[src/rtl/hex_cnt_pkg.sv]
package hex_cnt_pkg;

    // Select encoding seen at the stage boundary
    typedef enum logic [1:0] {
        SEL_LOAD = 2'b00,
        SEL_UP   = 2'b01,
        SEL_DOWN = 2'b10,
        SEL_STOP = 2'b11
    } sel_e;

    // Operation a stage performs on the coming edge
    typedef enum logic [1:0] {
        OP_LOAD,
        OP_INC,
        OP_DEC,
        OP_HOLD
    } op_e;

endpackage

[src/rtl/hex_op_decode.sv]
module hex_op_decode
    import hex_cnt_pkg::*;
(
    input  logic [1:0] sel,
    input  logic       cin_n,
    output op_e        op
);

    always_comb begin
        unique case (sel)
            SEL_LOAD: op = OP_LOAD;
            SEL_UP:   op = cin_n ? OP_HOLD : OP_INC;
            SEL_DOWN: op = cin_n ? OP_HOLD : OP_DEC;
            default:  op = OP_HOLD;
        endcase
    end

endmodule

[src/rtl/hex_nibble.sv]
module hex_nibble
    import hex_cnt_pkg::*;
#(
    parameter int W = 4
) (
    input  logic         clk,
    input  logic         rst,
    input  op_e          op,
    input  logic [W-1:0] din,
    output logic [W-1:0] q,
    output logic         cout_n
);

    localparam logic [W-1:0] ALL_ONES = {W{1'b1}};
    localparam logic [W-1:0] ONE      = {{(W-1){1'b0}}, 1'b1};

    logic [W-1:0] q_r;
    logic [W-1:0] q_nx;

    // next-value logic
    always_comb begin
        unique case (op)
            OP_LOAD: q_nx = din;
            OP_INC:  q_nx = q_r + ONE;
            OP_DEC:  q_nx = q_r - ONE;
            default: q_nx = q_r;
        endcase
    end

    // state register
    always_ff @(posedge clk) begin
        if (rst) q_r <= '0;
        else     q_r <= q_nx;
    end

    // outputs
    always_comb begin
        q = q_r;
        unique case (op)
            OP_LOAD: cout_n = 1'b0;
            OP_INC:  cout_n = (q_r != ALL_ONES);
            OP_DEC:  cout_n = (q_r != '0);
            default: cout_n = 1'b1;
        endcase
    end

endmodule

[src/rtl/sync_hex_chain.sv]
module sync_hex_chain
    import hex_cnt_pkg::*;
#(
    parameter int NIB_W  = 4,
    parameter int STAGES = 3
) (
    input  logic                      clk,
    input  logic                      rst,
    input  logic [1:0]                sel,
    input  logic                      cy_in_n,
    input  logic [NIB_W*STAGES-1:0]   din,
    output logic [NIB_W*STAGES-1:0]   q,
    output logic                      cy_out_n
);

    localparam int TOT_W = NIB_W * STAGES;

    logic [STAGES:0] carry_n;
    op_e             stage_op [STAGES];

    assign carry_n[0] = cy_in_n;

    for (genvar k = 0; k < STAGES; k++) begin : g_stage
        hex_op_decode u_dec (
            .sel   (sel),
            .cin_n (carry_n[k]),
            .op    (stage_op[k])
        );

        hex_nibble #(.W(NIB_W)) u_nib (
            .clk    (clk),
            .rst    (rst),
            .op     (stage_op[k]),
            .din    (din[k*NIB_W +: NIB_W]),
            .q      (q[k*NIB_W +: NIB_W]),
            .cout_n (carry_n[k+1])
        );
    end

    assign cy_out_n = carry_n[STAGES];

endmodule

[config.mk]
export PLATFORM = sky130hd
export DESIGN_NAME = sync_hex_chain
export DESIGN_NICKNAME = d
export VERILOG_FILES = /design/src/rtl/hex_cnt_pkg.sv /design/src/rtl/hex_op_decode.sv /design/src/rtl/hex_nibble.sv /design/src/rtl/sync_hex_chain.sv
export SDC_FILE = /design/constraint.sdc
export NUM_CORES = 1
export LEC_CHECK = 0
export BUFFER_PORTS_ARGS = -buffer_cell sky130_fd_sc_hd__buf_4
export CORE_MARGIN = 3
export CORE_UTILIZATION = 30
export CTS_BUF_LIST = sky130_fd_sc_hd__clkbuf_4
export DETAILED_ROUTE_END_ITERATION = 8
export HOLD_SLACK_MARGIN = 0.03
export SLEW_MARGIN = 20
export SYNTH_ARGS = -nofsm -noshare
export SYNTH_HDL_FRONTEND = slang
export SYNTH_SLANG_ARGS = --single-unit
[constraint.sdc]
create_clock -name clk -period 5.6 [get_ports clk]
set_input_delay 0.84 -clock clk [delete_from_list [all_inputs] [get_ports clk]]
set_output_delay 0.84 -clock clk [all_outputs]
set_load 0.1 [all_outputs]
==> results of run 1 <==
[cell families after synthesis]
group	Yosys count	share of synthesized area (%)
adder cells (fa/ha/maj)	18	19.0
AND/OR/NAND/NOR	43	20.1
AO/OA/AOI/OAI	47	25.7
multiplexers	8	6.33
flip-flops	12	18.4
XOR/XNOR	3	2.01
buffers and inverters	28	8.44
[placed cells by master, fill, tap and decap left out, drive strengths merged, types with 4 or more instances in the layout]
cell / netlist / layout
buf: 4 / 29
nor2: 12 / 12
a21o: 6 / 6
nor4bb: 4 / 4
a211oi: 12 / 12
nand2: 4 / 4
a21oi: 12 / 12
mux2i: 6 / 6
ha: 15 / 15
inv: 17 / 17
dfxtp: 12 / 12
[final timing paths]
kind	end	cells past startpoint	start
max	cy_out_n	16	sel[1]
min	g_stage[0].u_nib.q[1]$_SDFFE_PP0P_	2	g_stage[0].u_nib.q[1]$_SDFFE_PP0P_
min reg2reg	g_stage[0].u_nib.q[1]$_SDFFE_PP0P_	2	g_stage[0].u_nib.q[1]$_SDFFE_PP0P_
max reg2reg	g_stage[2].u_nib.q[3]$_SDFFE_PP0N_	15	g_stage[0].u_nib.q[1]$_SDFFE_PP0P_
[worst max-delay path, stage by stage]
cell and delay [ns]:
buf_4 0.15, a21o_1 0.21, ha_1 0.22, or4_1 0.40, nor2_1 0.10, o21bai_1 0.11
a21o_1 0.23, ha_1 0.21, or4_1 0.39, nor2_1 0.10, o21bai_1 0.11, a21oi_1 0.17
ha_1 0.35, inv_2 0.10, o21ai_2 0.14, buf_4 0.30
[cells in the mapped netlist, drive strengths merged]
cell	instances
mux2i	6
o31ai	3
o21a	1
or2b	1
and2b	1
xor2	1
buf	4
a311o	3
a211oi	12
nor4b	2
mux2	2
nor4bb	4
dfxtp	12
nor3b	3
a221oi	1
or4	2
clkbuf	7
o311a	2
a311oi	3
nand4b	2
nor2	12
nor3	1
xnor2	2
or4b	1
o21bai	2
inv	17
nand2	4
nand2b	1
nor4	2
nand3	2
a21o	6
o21ai	2
ha	15
a21oi	12
nor2b	2
fa	3
nand4	3
[metal layers]
| layer | share of wire (%) | up-vias | track usage, % |
|---|---|---|---|
| met1 | 51 | 545 | 17.9 |
| met3 | 4.2 | 5 | 1.94 |
| met4 | 1.8 | 0 | 5.01 |
| met5 | 0 | - | 0 |
| li1 | - | 635 | - |
| met2 | 43 | 27 | 17.8 |
[power breakdown]
group,switching [mW],internal (mW),total (mW)
logic,0.202,0.0961,0.298
registers,0.0210,0.0992,0.120
clock network,0.0315,0.0259,0.0574
[metrics by stage]
step / util [%] / power (mW) / std cells / setup WS, ns / hold slack (ns)
6_report: 38.4 / 0.476 / 231 / 0.638 / 0.583
3_5_place_dp: 37.8 / 0.421 / 227 / 0.651 / 0.577
2_1_floorplan: - / 0.360 / 159 / 0.317 / 0.940
3_3_place_gp: 37.8 / 0.421 / 227 / 0.709 / 0.579
4_1_cts: 38.4 / 0.479 / 231 / 0.641 / 0.590
5_1_grt: 38.4 / 0.512 / 231 / 0.362 / 0.634
[layout make-up]
type / instances / area, um^2
multi-input combinational: 119 / 958
sequential: 12 / 240
fill: 443 / 2520
clock buffer: 3 / 22.5
tap: 50 / 62.6
clock inverter: 1 / 3.75
inverter: 17 / 63.8
timing repair buffer: 29 / 218
==> metrics.txt, run 1 <==
# TYPE chip_impl_metric gauge
chip_impl_info{name="outcome",value="complete, no violations"} 1
chip_impl_metric{name="ctsHoldBuffers",unit=""} 0
chip_impl_metric{name="timing.max_cap.violations",unit=""} 0
chip_impl_metric{name="worst_ep_arrival_time",unit="ns"} 4.12
chip_impl_metric{name="final_min_period_over_clock_period",unit="%"} 88.6
chip_impl_metric{name="grt_remaining_overflow",unit=""} 0
chip_impl_metric{name="path_max_fanout",unit=""} 10
chip_impl_metric{name="irDropWorstVdd",unit="mV"} 0.144
chip_impl_metric{name="yosysWarningCount",unit=""} 0
chip_impl_metric{name="placeable_core_area",unit="um^2"} 4090
chip_impl_metric{name="n_antenna_cell",unit=""} 0
chip_impl_metric{name="largest_register_ff_count",unit=""} 12
chip_impl_metric{name="synth.avg_cell_area",unit="um^2"} 8.21
chip_impl_metric{name="vias",unit=""} 1212
chip_impl_metric{name="leakagePower",unit="nW"} 0.698
chip_impl_metric{name="final_hold_viol_count",unit=""} 0
chip_impl_metric{name="final.setup_skew",unit="ns"} 0.00790
chip_impl_metric{name="timing.fmax",unit="MHz"} 202
chip_impl_info{name="clockRootBuffer",value="clkbuf_4"} 1
chip_impl_metric{name="mapped_area",unit="um^2"} 1310
chip_impl_metric{name="synth.ff_latch_count",unit=""} 12
chip_impl_metric{name="die_h",unit="um"} 72.0
chip_impl_metric{name="report.final.slew_viol_count",unit=""} 0
chip_impl_metric{name="initial_antenna_violation_count",unit=""} 0
chip_impl_info{name="cts_tree",value="yes"} 1
chip_impl_metric{name="first_pass_grt_wire_length",unit="um"} 5170
chip_impl_metric{name="drt_pass1_iterations",unit=""} 4
chip_impl_metric{name="clock_sinks",unit=""} 12
chip_impl_metric{name="tritoncts.num_buffers",unit=""} 3
chip_impl_metric{name="final_layout_size_suffix_gt1_share",unit="%"} 19.9
chip_impl_info{name="hold_path.class",value="reg2reg"} 1
chip_impl_info{name="startpoint_type",value="input port"} 1
chip_impl_metric{name="cp.required",unit="ns"} 4.76
chip_impl_metric{name="finalWirelength",unit="um"} 2990
chip_impl_metric{name="clkLatencyLatePin",unit="ns"} 0.28
chip_impl_metric{name="synth_fp_nets",unit=""} 194
chip_impl_metric{name="drc_violation_count_after_routing",unit=""} 0
chip_impl_metric{name="ys_seq_area_share",unit="%"} 18.4
chip_impl_metric{name="chipWidth",unit="um"} 72.0
chip_impl_info{name="grt_setup_unrepaired",value="false"} 1
chip_impl_metric{name="place_congestion",unit=""} 0.748
chip_impl_metric{name="boundaryPins",unit=""} 30
chip_impl_metric{name="worst_slew_pin_slew",unit="ns"} 0.349
chip_impl_metric{name="postPlaceCellArea",unit="um^2"} 1540
chip_impl_metric{name="layout-area-overhead-vs-synth",unit="%"} 20.2
chip_impl_metric{name="power_density",unit="nW/um^2"} 303
chip_impl_metric{name="stdcell_area",unit="um^2"} 1570
chip_impl_metric{name="placement_rows",unit=""} 23
chip_impl_metric{name="synth_top_area_share",unit="%"} 18.4
chip_impl_metric{name="post_cts_resized",unit=""} 0
chip_impl_metric{name="buffer_ports.inserted",unit=""} 29
chip_impl_metric{name="routed_wire_length_per_instance",unit="um"} 12.9
chip_impl_info{name="cp-end-kind",value="primary output"} 1
chip_impl_metric{name="cts_max_path_buffers",unit=""} 2
chip_impl_info{name="synth_area_leaders",value="dfxtp_1 18%, ha_1 14%, a211oi_1 6.9%, a21oi_1 4.6%, fa_1 4.6%"} 1
chip_impl_metric{name="total_neg_setup_slack",unit="ns"} 0
chip_impl_metric{name="drt_iter0_markers",unit=""} 52
chip_impl_metric{name="h_tree_lvls",unit=""} 1
chip_impl_metric{name="timing.slew.headroom",unit="%"} 76.8
chip_impl_metric{name="distinct_cell_type_count_after_synthesis",unit=""} 38
chip_impl_metric{name="gr-usage-all-layers",unit="%"} 12.2
chip_impl_metric{name="viasPerCell",unit=""} 5.25
chip_impl_metric{name="route.antenna.remaining_nets",unit=""} 0
chip_impl_metric{name="grt_pass1_vias",unit=""} 1086
chip_impl_metric{name="postSynthCellCount",unit=""} 159
chip_impl_metric{name="grt_max_degree",unit=""} 16
chip_impl_metric{name="clkTransAtPathRegs",unit="ns"} 0.08
chip_impl_metric{name="cts_post_setup_buffers_inserted",unit=""} 0
chip_impl_info{name="critical_path_class",value="in2out"} 1
chip_impl_metric{name="place_hpwl",unit="um"} 2260
chip_impl_metric{name="finalNetCount",unit=""} 217
chip_impl_info{name="synth_top_cell_by_area",value="dfxtp_1"} 1
chip_impl_metric{name="finalSetupViolations",unit=""} 0
chip_impl_metric{name="period_needed",unit="ns"} 4.96
chip_impl_metric{name="floorplan.die_area",unit="um^2"} 5180
chip_impl_metric{name="initial_core_util",unit="%"} 31.9
chip_impl_metric{name="ff2ff_setup_slack",unit="ns"} 1.61
Note: power is estimated with default switching activity, not from simulation.
==> run 2: changes to the inputs <==
Settings changed: ABC_AREA set to 1.
==> run 2 against run 1 <==
Against the previous run:
- clock power is 5.1% lower
- die area is 13% lower
- cell count is 5.6% higher
- global-route usage is 0.18 points higher
- non-clock buffer count stayed put
- via count is 7.4% lower
- sequential power is 5% lower
- synthesized cell count is 5.0% higher
- sequential share of layout area is 1.7 points higher
- wire length is 14% lower
==> metrics.txt, run 2 <==
# TYPE chip_impl_metric gauge
chip_impl_metric{name="pwr-share-clk",unit="%"} 13.3
chip_impl_metric{name="fraction_of_registers_with_async_set_or_reset_after_synthesis",unit="%"} 0
chip_impl_metric{name="grt_max_degree",unit=""} 11
chip_impl_metric{name="report.final.slew_viol_count",unit=""} 0
chip_impl_metric{name="irDropWorstVdd",unit="mV"} 0.137
chip_impl_metric{name="place_hpwl",unit="um"} 2080
chip_impl_info{name="synth_ff_type",value="dfxtp_1"} 1
chip_impl_metric{name="mapped_area",unit="um^2"} 1110
chip_impl_metric{name="synth_top_area_share",unit="%"} 21.5
chip_impl_info{name="crit_path_top_delay_cell",value="ha_1"} 1
chip_impl_metric{name="clock_sinks",unit=""} 12
chip_impl_info{name="synth_top_cell_by_area",value="dfxtp_1"} 1
chip_impl_metric{name="synth_fp_nets",unit=""} 202
chip_impl_info{name="synth_common_cells",value="32 x inv_1, 29 x nand2_1, 20 x a21oi_1"} 1
chip_impl_metric{name="crit_buf_inv",unit=""} 7
chip_impl_metric{name="yosysWarningCount",unit=""} 0
chip_impl_metric{name="final_hold_viol_count",unit=""} 0
chip_impl_metric{name="final_layout_size_suffix_gt1_share",unit="%"} 18.7
chip_impl_metric{name="distinct_cell_type_count_after_synthesis",unit=""} 20
chip_impl_metric{name="largest_register_ff_count",unit=""} 12
chip_impl_metric{name="chipWidth",unit="um"} 67.0
chip_impl_metric{name="synth.avg_cell_area",unit="um^2"} 6.68
chip_impl_info{name="crit_end",value="cy_out_n"} 1
chip_impl_metric{name="synth_edf_count",unit=""} 0
chip_impl_metric{name="multi_input_area",unit="um^2"} 739
chip_impl_metric{name="power_frac_seq",unit="%"} 27.9
chip_impl_metric{name="critical_path_cell_count",unit=""} 17
chip_impl_metric{name="timing.reg2reg.worst_path_depth",unit=""} 17
chip_impl_metric{name="h_tree_lvls",unit=""} 1
chip_impl_metric{name="power_density",unit="nW/um^2"} 291
chip_impl_metric{name="report.power.total",unit="mW"} 0.410
chip_impl_metric{name="synth.ff_latch_count",unit=""} 12
chip_impl_metric{name="first_pass_grt_wire_length",unit="um"} 4420
chip_impl_metric{name="vias",unit=""} 1122
chip_impl_metric{name="finalWirelength",unit="um"} 2560
chip_impl_metric{name="initial_core_util",unit="%"} 32.1
chip_impl_metric{name="fillCellCount",unit=""} 398
chip_impl_info{name="clockRootBuffer",value="clkbuf_4"} 1
chip_impl_info{name="critPathMostFrequentCell",value="inv_1"} 1
chip_impl_info{name="critical_path_class",value="in2out"} 1
chip_impl_metric{name="post_cts_resized",unit=""} 0
chip_impl_metric{name="worstHoldPathCells",unit=""} 2
chip_impl_metric{name="route.antenna.remaining_nets",unit=""} 0
chip_impl_metric{name="cts_max_path_buffers",unit=""} 2
chip_impl_metric{name="final.setup_skew",unit="ns"} 0.000738
chip_impl_metric{name="grt_pass1_vias",unit=""} 1077
chip_impl_info{name="startpoint_type",value="input port"} 1
chip_impl_info{name="r2r_start",value="g_stage[0].u_nib.q[1]$_SDFFE_PP0P_"} 1
chip_impl_metric{name="die_h",unit="um"} 67.0
chip_impl_metric{name="place_congestion",unit=""} 0.753
chip_impl_metric{name="worst_slew_pin_slew",unit="ns"} 0.279
chip_impl_info{name="critical_path.top_delay_family",value="adder cells"} 1
chip_impl_metric{name="drt_pass1_iterations",unit=""} 4
chip_impl_metric{name="timing.max_cap.violations",unit=""} 0
chip_impl_metric{name="n_antenna_cell",unit=""} 0
chip_impl_metric{name="path_max_fanout",unit=""} 8
chip_impl_metric{name="clkTransAtPathRegs",unit="ns"} 0.08
chip_impl_metric{name="worst_ep_arrival_time",unit="ns"} 3.55
chip_impl_metric{name="drt_iter0_markers",unit=""} 75
chip_impl_info{name="r2r_path_end",value="g_stage[2].u_nib.q[2]$_SDFFE_PP0N_"} 1
chip_impl_info{name="final_cell_mix",value="32 x inv_1, 29 x nand2_1, 29 x buf_4"} 1
chip_impl_metric{name="timing.fmax",unit="MHz"} 228
chip_impl_metric{name="ys_seq_area_share",unit="%"} 21.5
chip_impl_metric{name="placement_rows",unit=""} 21
chip_impl_metric{name="switching_share",unit="%"} 53.4
chip_impl_metric{name="finalSetupViolations",unit=""} 0
chip_impl_info{name="hold_path.class",value="reg2reg"} 1
chip_impl_info{name="yosysMostFrequentCell",value="inv_1"} 1
chip_impl_metric{name="drc_violation_count_after_routing",unit=""} 0
chip_impl_metric{name="crit_path_max_incr_delay",unit="ns"} 0.29
chip_impl_metric{name="finalNetCount",unit=""} 235
chip_impl_info{name="layout_commonest_cell",value="inv_1"} 1
chip_impl_metric{name="final_min_period_over_clock_period",unit="%"} 78.4
chip_impl_info{name="cp-end-kind",value="primary output"} 1
chip_impl_metric{name="grt_remaining_overflow",unit=""} 0
chip_impl_info{name="synth_area_leaders",value="dfxtp_1 22%, ha_1 17%, inv_1 11%, nand2_1 9.8%, a21oi_1 9.0%"} 1
chip_impl_metric{name="gr-usage-all-layers",unit="%"} 12.4
chip_impl_info{name="crit_path_cell_trace",value="buf_4, a21oi_1, inv_1, ha_1, inv_1, nand3_1, a21oi_1, inv_1, ha_1, inv_1, nand3_1, a21oi_1, inv_1, ha_1, a21oi_1, o21ai_1, buf_4"} 1
chip_impl_info{name="critical_path_startpoint",value="sel[1]"} 1
chip_impl_metric{name="placeable_core_area",unit="um^2"} 3470
chip_impl_metric{name="timing.slew.headroom",unit="%"} 81.5
chip_impl_metric{name="period_needed",unit="ns"} 4.39
chip_impl_metric{name="boundaryPins",unit=""} 30
chip_impl_metric{name="cp.required",unit="ns"} 4.76
chip_impl_metric{name="seq_area",unit="um^2"} 240
chip_impl_metric{name="p_comb_share",unit="%"} 58.8
chip_impl_metric{name="buffer_ports.inserted",unit=""} 29
chip_impl_metric{name="power_report.internal_total",unit="mW"} 0.191
chip_impl_metric{name="switching_power",unit="mW"} 0.219
chip_impl_metric{name="clkLatencyLatePin",unit="ns"} 0.27
chip_impl_metric{name="leakagePower",unit="nW"} 0.746
chip_impl_metric{name="tritoncts.num_buffers",unit=""} 3
chip_impl_info{name="outcome",value="complete, no violations"} 1
chip_impl_metric{name="floorplan.die_area",unit="um^2"} 4480
chip_impl_metric{name="postSynthCellCount",unit=""} 167
chip_impl_info{name="cts_tree",value="yes"} 1
chip_impl_metric{name="initial_antenna_violation_count",unit=""} 0
chip_impl_metric{name="total_neg_setup_slack",unit="ns"} 0
chip_impl_metric{name="cts_post_setup_buffers_inserted",unit=""} 0
chip_impl_metric{name="viasPerCell",unit=""} 4.60
chip_impl_metric{name="routed_wire_length_per_instance",unit="um"} 10.5
chip_impl_metric{name="layout-area-overhead-vs-synth",unit="%"} 26.4
chip_impl_metric{name="ctsHoldBuffers",unit=""} 0
chip_impl_info{name="grt_setup_unrepaired",value="false"} 1
chip_impl_metric{name="ff2ff_setup_slack",unit="ns"} 2.54
## run 2: changes by cell type in the layout (fill, tap and decap cells not counted), sizes merged, moves of 6 or more
cell	delta
a211oi	-12
a21o	-6
a21oi	+8
inv	+18
mux2i	-6
nand2	+25
nand3	+11
o21ai	+20
## run 2: how the worst min path moves through the flow
stage	slack, ns	endpoint	from
after floorplan	0.91	g_stage[1].u_nib.q[3]$_SDFFE_PP0P_	g_stage[1].u_nib.q[3]$_SDFFE_PP0P_
after global placement	0.52	g_stage[1].u_nib.q[3]$_SDFFE_PP0P_	g_stage[1].u_nib.q[3]$_SDFFE_PP0P_
after detailed placement	0.53	g_stage[1].u_nib.q[3]$_SDFFE_PP0P_	g_stage[1].u_nib.q[3]$_SDFFE_PP0P_
after CTS	0.54	g_stage[1].u_nib.q[3]$_SDFFE_PP0P_	g_stage[1].u_nib.q[3]$_SDFFE_PP0P_
after global routing	0.55	g_stage[1].u_nib.q[3]$_SDFFE_PP0P_	g_stage[1].u_nib.q[3]$_SDFFE_PP0P_
final	0.54	g_stage[1].u_nib.q[3]$_SDFFE_PP0P_	g_stage[1].u_nib.q[3]$_SDFFE_PP0P_
## run 2: kinds of logic (layout without fill, tap and decap cells)
| group | after synthesis | after routing | share of synthesized area, % |
|---|---|---|---|
| flip-flops | 12 | 12 | 21.5 |
| adder cells (fa/ha/maj) | 18 | 18 | 22.2 |
| XOR/XNOR | 4 | 4 | 3.14 |
| AO/OA/AOI/OAI | 43 | 43 | 20.0 |
| buffers and inverters | 36 | 67 | 12.1 |
| AND/OR/NAND/NOR | 54 | 54 | 21.0 |
## run 2: per-layer routing
layer,vias to the layer above,track usage (%),part of all wire [%]
met5,-,0,0
met4,0,1.77,0.16
met3,2,3.71,5.3
met2,24,21.9,48
met1,497,15.0,46
li1,599,-,-
## run 2: area by class of cell
type	count	area share [%]
well taps	46	4.09
inverters	35	9.33
multi-input cells	119	52.5
repair buffers	29	15.5
clock buffers	3	1.60
flip-flops and latches	12	17.1
## run 2: worst min-delay path, cell delays in order, from the launching register on
cell and delay, ns:
dfxtp_1 0.35, nand2_1 0.08, a21oi_1 0.06
## run 2: power by group through the flow
stage,Sequential (mW),Clock [mW],Combinational [mW]
6_report,0.114,0.0545,0.241
5_1_grt,0.117,0.0615,0.263
4_1_cts,0.115,0.0579,0.242
3_5_place_dp,0.117,0,0.241
3_3_place_gp,0.117,0,0.241
2_1_floorplan,0.200,0,0.105
## run 2: per-stage QoR
step | worst slack, ns | cell area (um^2) | hold slack, ns | utilization (%) | std cells
2_1_floorplan | 0.728 | 1110 | 0.913 | - | 167
3_3_place_gp | 1.30 | 1390 | 0.522 | 40.0 | 241
3_5_place_dp | 1.21 | 1390 | 0.527 | 40.0 | 241
4_1_cts | 1.21 | 1410 | 0.539 | 40.6 | 244
5_1_grt | 0.919 | 1410 | 0.553 | 40.6 | 244
6_report | 1.21 | 1410 | 0.536 | 40.6 | 244
